<file path="src/rtl/esr_pkg.sv">
package esr_pkg;

    typedef enum logic [1:0] {
        ACT_HOLD = 2'd0,
        ACT_LOAD = 2'd1,
        ACT_SET  = 2'd2,
        ACT_CLR  = 2'd3
    } act_e;

    typedef struct packed {
        logic clr_rise;
        logic set_rise;
        logic clk_rise;
        logic dat;
    } cell_in_t;

    // clear beats set, both beat a data load
    function automatic act_e pick_act(cell_in_t c);
        if (c.clr_rise)      return ACT_CLR;
        else if (c.set_rise) return ACT_SET;
        else if (c.clk_rise) return ACT_LOAD;
        else                 return ACT_HOLD;
    endfunction

    function automatic logic next_val(act_e a, logic cur, logic dat);
        case (a)
            ACT_CLR:  return 1'b0;
            ACT_SET:  return 1'b1;
            ACT_LOAD: return dat;
            default:  return cur;
        endcase
    endfunction

endpackage

</file>
<file path="src/rtl/esr_sync.sv">
module esr_sync #(
    parameter int WIDTH  = 12,
    parameter int STAGES = 2
) (
    input  logic             clk,
    input  logic             rst,
    input  logic [WIDTH-1:0] async_in,
    output logic [WIDTH-1:0] sync_out
);
    logic [WIDTH-1:0] pipe [STAGES];

    always_ff @(posedge clk) begin
        if (rst) pipe[0] <= '0;
        else     pipe[0] <= async_in;
    end

    generate
        for (genvar s = 1; s < STAGES; s++) begin : g_stage
            always_ff @(posedge clk) begin
                if (rst) pipe[s] <= '0;
                else     pipe[s] <= pipe[s-1];
            end
        end
    endgenerate

    assign sync_out = pipe[STAGES-1];
endmodule

</file>
<file path="src/rtl/esr_rise.sv">
module esr_rise #(
    parameter int WIDTH = 9
) (
    input  logic             clk,
    input  logic             rst,
    input  logic [WIDTH-1:0] cur,
    output logic [WIDTH-1:0] rise
);
    logic [WIDTH-1:0] prev;

    always_ff @(posedge clk) begin
        if (rst) prev <= '0;
        else     prev <= cur;
    end

    assign rise = cur & ~prev;
endmodule

</file>
<file path="src/rtl/esr_cell.sv">
module esr_cell
    import esr_pkg::*;
(
    input  logic     clk,
    input  logic     rst,
    input  cell_in_t cin,
    output logic     q
);
    act_e act;

    always_comb act = pick_act(cin);

    always_ff @(posedge clk) begin
        if (rst) q <= 1'b0;
        else     q <= next_val(act, q, cin.dat);
    end
endmodule

</file>
<file path="src/rtl/edge_sr_reg.sv">
module edge_sr_reg
    import esr_pkg::*;
#(
    parameter int NUM_BITS    = 3,
    parameter int SYNC_STAGES = 2
) (
    input  logic                sys_clk,
    input  logic                sys_rst,
    input  logic [NUM_BITS-1:0] din,
    input  logic [NUM_BITS-1:0] bit_clk,
    input  logic [NUM_BITS-1:0] set_req,
    input  logic [NUM_BITS-1:0] clr_req,
    output logic [NUM_BITS-1:0] q,
    output logic [NUM_BITS-1:0] q_n
);
    localparam int CTRL_W = 3 * NUM_BITS;
    localparam int ALL_W  = CTRL_W + NUM_BITS;

    logic [ALL_W-1:0]    raw_all;
    logic [ALL_W-1:0]    smp_all;
    logic [CTRL_W-1:0]   ctrl_rise;
    logic [NUM_BITS-1:0] d_smp;
    logic [NUM_BITS-1:0] clk_rise;
    logic [NUM_BITS-1:0] set_rise;
    logic [NUM_BITS-1:0] clr_rise;

    assign raw_all = {clr_req, set_req, bit_clk, din};

    esr_sync #(.WIDTH(ALL_W), .STAGES(SYNC_STAGES)) u_sync (
        .clk      (sys_clk),
        .rst      (sys_rst),
        .async_in (raw_all),
        .sync_out (smp_all)
    );

    assign d_smp = smp_all[NUM_BITS-1:0];

    esr_rise #(.WIDTH(CTRL_W)) u_rise (
        .clk  (sys_clk),
        .rst  (sys_rst),
        .cur  (smp_all[ALL_W-1:NUM_BITS]),
        .rise (ctrl_rise)
    );

    assign clk_rise = ctrl_rise[NUM_BITS-1:0];
    assign set_rise = ctrl_rise[2*NUM_BITS-1:NUM_BITS];
    assign clr_rise = ctrl_rise[CTRL_W-1:2*NUM_BITS];

    generate
        for (genvar i = 0; i < NUM_BITS; i++) begin : g_bit
            cell_in_t cin;
            assign cin = '{clr_rise: clr_rise[i], set_rise: set_rise[i],
                           clk_rise: clk_rise[i], dat: d_smp[i]};
            esr_cell u_cell (
                .clk (sys_clk),
                .rst (sys_rst),
                .cin (cin),
                .q   (q[i])
            );
        end
    endgenerate

    assign q_n = ~q;
endmodule

</file>
<file path="config.mk">
export PLATFORM = sky130hd
export DESIGN_NAME = edge_sr_reg
export DESIGN_NICKNAME = d
export VERILOG_FILES = /design/src/rtl/esr_pkg.sv /design/src/rtl/esr_sync.sv /design/src/rtl/esr_rise.sv /design/src/rtl/esr_cell.sv /design/src/rtl/edge_sr_reg.sv
export SDC_FILE = /design/constraint.sdc
export NUM_CORES = 1
export LEC_CHECK = 0
export BUFFER_PORTS_ARGS = -buffer_cell sky130_fd_sc_hd__buf_2
export CAP_MARGIN = 20
export CORE_MARGIN = 3
export CORE_UTILIZATION = 49
export CTS_CLUSTER_SIZE = 14
export DETAILED_ROUTE_END_ITERATION = 16
export PLACE_DENSITY = 0.73
export SYNTH_ARGS = -nofsm -noshare
export SYNTH_HDL_FRONTEND = slang
export SYNTH_SLANG_ARGS = --single-unit
</file>
<file path="constraint.sdc">
create_clock -name sys_clk -period 1.4 [get_ports sys_clk]
set_clock_uncertainty 0.15 [all_clocks]
set_input_delay 0.07 -clock sys_clk [delete_from_list [all_inputs] [get_ports sys_clk]]
set_output_delay 0.07 -clock sys_clk [all_outputs]
set_load 0.03 [all_outputs]
</file>
# After elaboration in Yosys (flattened, before gate mapping)

Memory sizes are Yosys's and may differ from the RTL's.
Index checks and enable logic that the tools add are counted.

Equal/unequal tests: 9
Bitwise gates (word level): 5
Multiplexer cells: 17
Reduce and logical (&&, ||, !) cells: 3

Operators by type and width:

| kind               | number |
|---|---|
| $mux 12            | 2 |
| $eq 2x2->1 const B | 6 |
| $mux 2             | 6 |
| $and 9x9->9        | 1 |
| $not 9->9          | 1 |
| $pmux 1 s3         | 3 |
| $reduce_bool 3->1  | 3 |
| $eq 2x1->1 const B | 3 |
| $mux 1             | 6 |
| $not 3->3          | 1 |
| $or 1x1->1         | 2 |

Word-level logic and storage cells: 39
Bits of input ports: 14
Bits in registers: 12
Memories: 1
Memory bits (writable): 24

Memories:

| memory      | words | bits a word | rd ports | clocked after Yosys merged registers in | wr ports | RTL line       | text |
|---|---|---|---|---|---|---|---|
| u_sync.pipe | 2     | 12          | 2        | 0                                       | 2        | esr_sync.sv:10 | `logic [WIDTH-1:0] pipe [STAGES];` |

# Longest topological paths before layout

Depth in word-level cells: 7
Depth in mapped cells: 5

# Modules after synthesis

From an unflattened synthesis, not the netlist that was laid out.

Cells, all modules: 119
Area total of the unflattened synthesis: 1323.8 µm²

By module, submodules not included:

| module      | times used | area each (µm²) | sequential area each (µm²) | cells each |
|---|---|---|---|---|
| esr_sync    | 1          | 693.2           | 480.5                      | 50 |
| esr_cell    | 3          | 108.9           | 20.0                       | 13 |
| esr_rise    | 1          | 292.8           | 180.2                      | 27 |
| edge_sr_reg | 1          | 11.3            | 0.0                        | 3 |

# Least setup slack after synthesis

Ideal clock, no wire load.

Path kind: register to register
Start point: register u_rise.prev[6]
End point: register g_bit[0].u_cell.q
Data required time: 1.177 ns
Slack: -0.087 ns
Clock period less this slack: 1.487 ns
Arrival time: 1.264 ns
Library setup time: 0.073 ns
Cell stages (with the launch flop): 6
Path through: dfxtp_1 -> nand2b_1 -> and2_1 -> ha_1 -> or3_1 -> o22ai_2

Longest elaborated chain between the ends: 5
Elaborated cells between the ends (all ways): 8

RTL lines:

| element                                                | RTL line       | text |
|---|---|---|
| start: declaration                                     | esr_rise.sv:9  | `logic [WIDTH-1:0] prev;` |
| start signal: assignment                               | esr_rise.sv:13 | `else prev <= cur;` |
| $not 9->9 (*)                                          | esr_rise.sv:16 | `assign rise = cur & ~prev;` |
| $and 9x9->9 (*)                                        | esr_rise.sv:16 |  |
| $mux 2 (*)                                             | esr_pkg.sv:19  | `if (c.clr_rise) return ACT_CLR;` |
| $eq 2x1->1 / $eq 2x2->1 (equally long branches)        | esr_pkg.sv:26  | `case (a)` |
| $pmux 1 s3 / $reduce_bool 3->1 (equally long branches) | -              |  |
| end signal: assignment                                 | esr_cell.sv:15 | `else q <= next_val(act, q, cin.dat);` |
| end: declaration                                       | esr_cell.sv:7  | `output logic q` |

Mark *: on every way between the ends. The rest lies on a longest branch, timed or not.
A chain may end at the register's enable or synchronous reset.

# Worst setup path in the final report

Start point: register u_rise.prev[4]
End point: register g_bit[1].u_cell.q

Longest elaborated chain between the ends: 6
Elaborated cells between the ends (all ways): 9

RTL lines:

| element                                                | RTL line       | text |
|---|---|---|
| $not 9->9 (*)                                          | esr_rise.sv:16 |  |
| $and 9x9->9 (*)                                        | esr_rise.sv:16 |  |
| $mux 2 (*)                                             | esr_pkg.sv:20  | `else if (c.set_rise) return ACT_SET;` |
| $mux 2 (*)                                             | esr_pkg.sv:19  |  |
| $eq 2x1->1 / $eq 2x2->1 (equally long branches)        | esr_pkg.sv:26  |  |
| $pmux 1 s3 / $reduce_bool 3->1 (equally long branches) | -              |  |
| end signal: assignment                                 | esr_cell.sv:15 |  |
| end: declaration                                       | esr_cell.sv:7  |  |

Marks and branches as above.

==> impl_metrics.csv <==
group,metric,value,unit
synth,ys_seq_elements,36,
synth,synth_top_family_by_area,"simple AND/OR/NAND/NOR gates",
sta,setup_viol,3,
global_routing,track_usage,13.6,%
clock_tree,clock_sinks,36,
worst_setup_path,critPathKind,"flop to flop",
finish,instances_no_fill,192,
finish,multi_input_area,639,sq um
synth,yosysSeqAreaShare,54.3,%
finish,n_fill_cell,204,
finish,final_nets,185,
synth,avgSynthCellArea,10.7,sq um
sta,worst_slack,-0.134,ns
clock_tree,cts-root-buf,"clkbuf_4",
synth,synthAdderAreaFrac,8.49,%
synth,syn_area,1330,sq um
placement,numPortBuffers,19,
worst_setup_path,crit_required,1.50,ns
route,drtIter0Drc,10,
route,wirelength,1980,um
finish,regArea,727,sq um
sta,max_freq,652,MHz
clock_tree,cts_buffer_depth,2,
sta,whs,0.0656,ns
floorplan,die_area,3370,sq um
finish,drive_gt1_share,35.8,%
sta,layout_min_cycle_time,1.53,ns
route,vias_per_cell,4.60,
finish,area_delta_synth_final,30.4,%
sta,hold_viol_final,0,
placement,globalplace.congestion,0.653,
floorplan,ios,20,
worst_setup_path,critPathCaptureType,"flop",
route,ant_nets,0,
worst_setup_path,startpoint_type,"flop",
clock_tree,cts_max_level,2,
worst_setup_path,reg2reg_slack,-0.13,ns
synth,synth-main-ff-cell,"dfxtp_1",
worst_hold_path,hold_path_class,"input pin to flop",
synth,synth_cell_type_count,18,
floorplan,die_h,58.0,um
synth,synth_nets,147,
global_routing,grt_antenna_before_repair,0,
clock_tree,clk_pin_slew,0.10,ns
sta,fin_crit_sh,110,%
synth,synth-compound-area-share,6.79,%
sta,maxSlewHeadroom,64.3,%
worst_setup_path,path_max_fanout,2,
floorplan,core_area,2520,sq um
sta,rsz0062_at_grt,"true",
worst_setup_path,worst_ep_arrival_time,1.64,ns
sta,drv_slew,0,
synth,synth-xor-area-share,0,%
synth,synthSimpleGateAreaFrac,25.9,%
placement,dp.final_hpwl,1180,um
floorplan,row_count,18,
global_routing,grt_pass1_wl,3380,um
floorplan,initial_utilization,52.6,%
synth,muxShareOfSynthArea,0,%
synth,yosysWarningCount,0,
job,drv_cap,0,
status,outcome,"finished with violations",
synth,syn_inst,124,
global_routing,grt_start_max_net_pins,31,
sta,tightest_slew,0.535,ns
clock_tree,cts_made_buffers,5,
route,num_vias,884,
route,dr.pass1.iters,3,
power_and_ir_drop,leakagePower,0.724,nW
placement,dp_slack,-0.156,ns
synth,async_flop_share,0,%
power_and_ir_drop,power_density,1030,nW/um^2
clock_tree,cts_tree,"built",
synth,synth_edf_count,0,
global_routing,grt-ovfl-total,0,
route,post_drt_wl_per_cell,10.3,um
finish,num_antenna_cells,0,
global_routing,grt_pass1_vias,831,
status,violations,"negative setup slack",
placement,dp_cells,173,
route,drc,0,
floorplan,dieWidth,58.0,um
clock_tree,worstSkewPairLatency,0.32,ns
power_and_ir_drop,vdd_drop_max,777,uV
## per-layer routing
metal  vias to the layer above  global-route usage, %  wire, um
met5                         -                      0         0
met4                         0                   5.96        17
met3                         2                   5.35        89
met2                        18                   24.2      1040
met1                       402                   14.0       833
li1                        462                      -         -
## critical path, cell delays in order (launching register included)
cell	delay, ns
dfxtp_2	0.35
nand2b_4	0.14
and2_4	0.15
ha_4	0.22
or3_1	0.38
o22ai_2	0.09
## cell usage in the layout (no fill, tap or decap)
master and instances:
o21ai_2 1, a21oi_2 1, and2b_1 2, o21ai_1 2, nand2_1 6, buf_4 7, ha_4 1, dlygate4sd3_1 12
inv_1 3, a21oi_1 2, nor2b_1 31, or3_1 3, clkinv_2 1, ha_2 3, dfxtp_1 31, nor2b_2 2
clkbuf_1 1, nor2b_4 1, nand2b_4 6, and2_4 3, o21a_1 3, o22ai_2 3, nand2b_1 3, dfxtp_2 5
ha_1 5, clkbuf_4 5, buf_2 19
## area by class of cell
cell class	instances	area share, %
Sequential cell	36	42.0
Clock inverter	1	0.289
Multi-Input combinational cell	78	37.0
Timing Repair Buffer	38	15.5
Inverter	3	0.651
Tap cell	30	2.17
Clock buffer	6	2.39
## stage by stage
stage / TNS [ns] / utilization, % / power (W) / instance area [sq um]
global route: -0.576 / 68.6 / 0.00188 / 1730
finish: -0.389 / 68.6 / 0.00178 / 1730
floorplan: -0.123 / - / 0.00121 / 1340
global placement: -0.261 / 58.6 / 0.00126 / 1480
CTS: -0.391 / 67.5 / 0.00179 / 1700
detailed placement: -0.406 / 58.6 / 0.00127 / 1480
## cells by family after synthesis
family | count (synthesis)
simple gates | 57
flops | 36
compound gates | 12
buf+inv | 10
fa+ha+maj | 9
## cell usage after synthesis, drive strengths merged (5+ instances only)
master	n	area (sq um)
dfxtp	36	721
nor2b	34	213
ha	9	113
nand2b	9	56.3
nand2	6	22.5
buf	5	38.8
## power breakdown
group / leakage, nW / switching, W / internal (W)
Clock: 0.0281 / 0.000301 / 0.000185
Sequential: 0.298 / 0.0000173 / 0.00107
Combinational: 0.398 / 0.0000844 / 0.000126
## final timing paths
path                     startpoint                end  cells past startpoint
setup / recovery     u_rise.prev[4]  g_bit[1].u_cell.q                      5
hold / removal              sys_rst  u_sync.pipe[1][8]                      2
setup reg to reg     u_rise.prev[4]  g_bit[1].u_cell.q                      5
hold reg to reg   u_sync.pipe[0][7]  u_sync.pipe[1][7]                      1
## state kept, by name, summed over array words and instances, names as in the netlist
name and flops:
u_sync.pipe 24, u_rise.prev 9, g_bit.u_cell.q 3
## what timing repair did
action	4_1_cts	5_1_grt
pin swaps	5	0
setup buffers	0	0
gates resized for setup	16	5
endpoints found under the setup margin	3	3
hold endpoints to repair	12	0
hold buffers	12	0
Note: power is estimated with default switching activity, not from simulation.
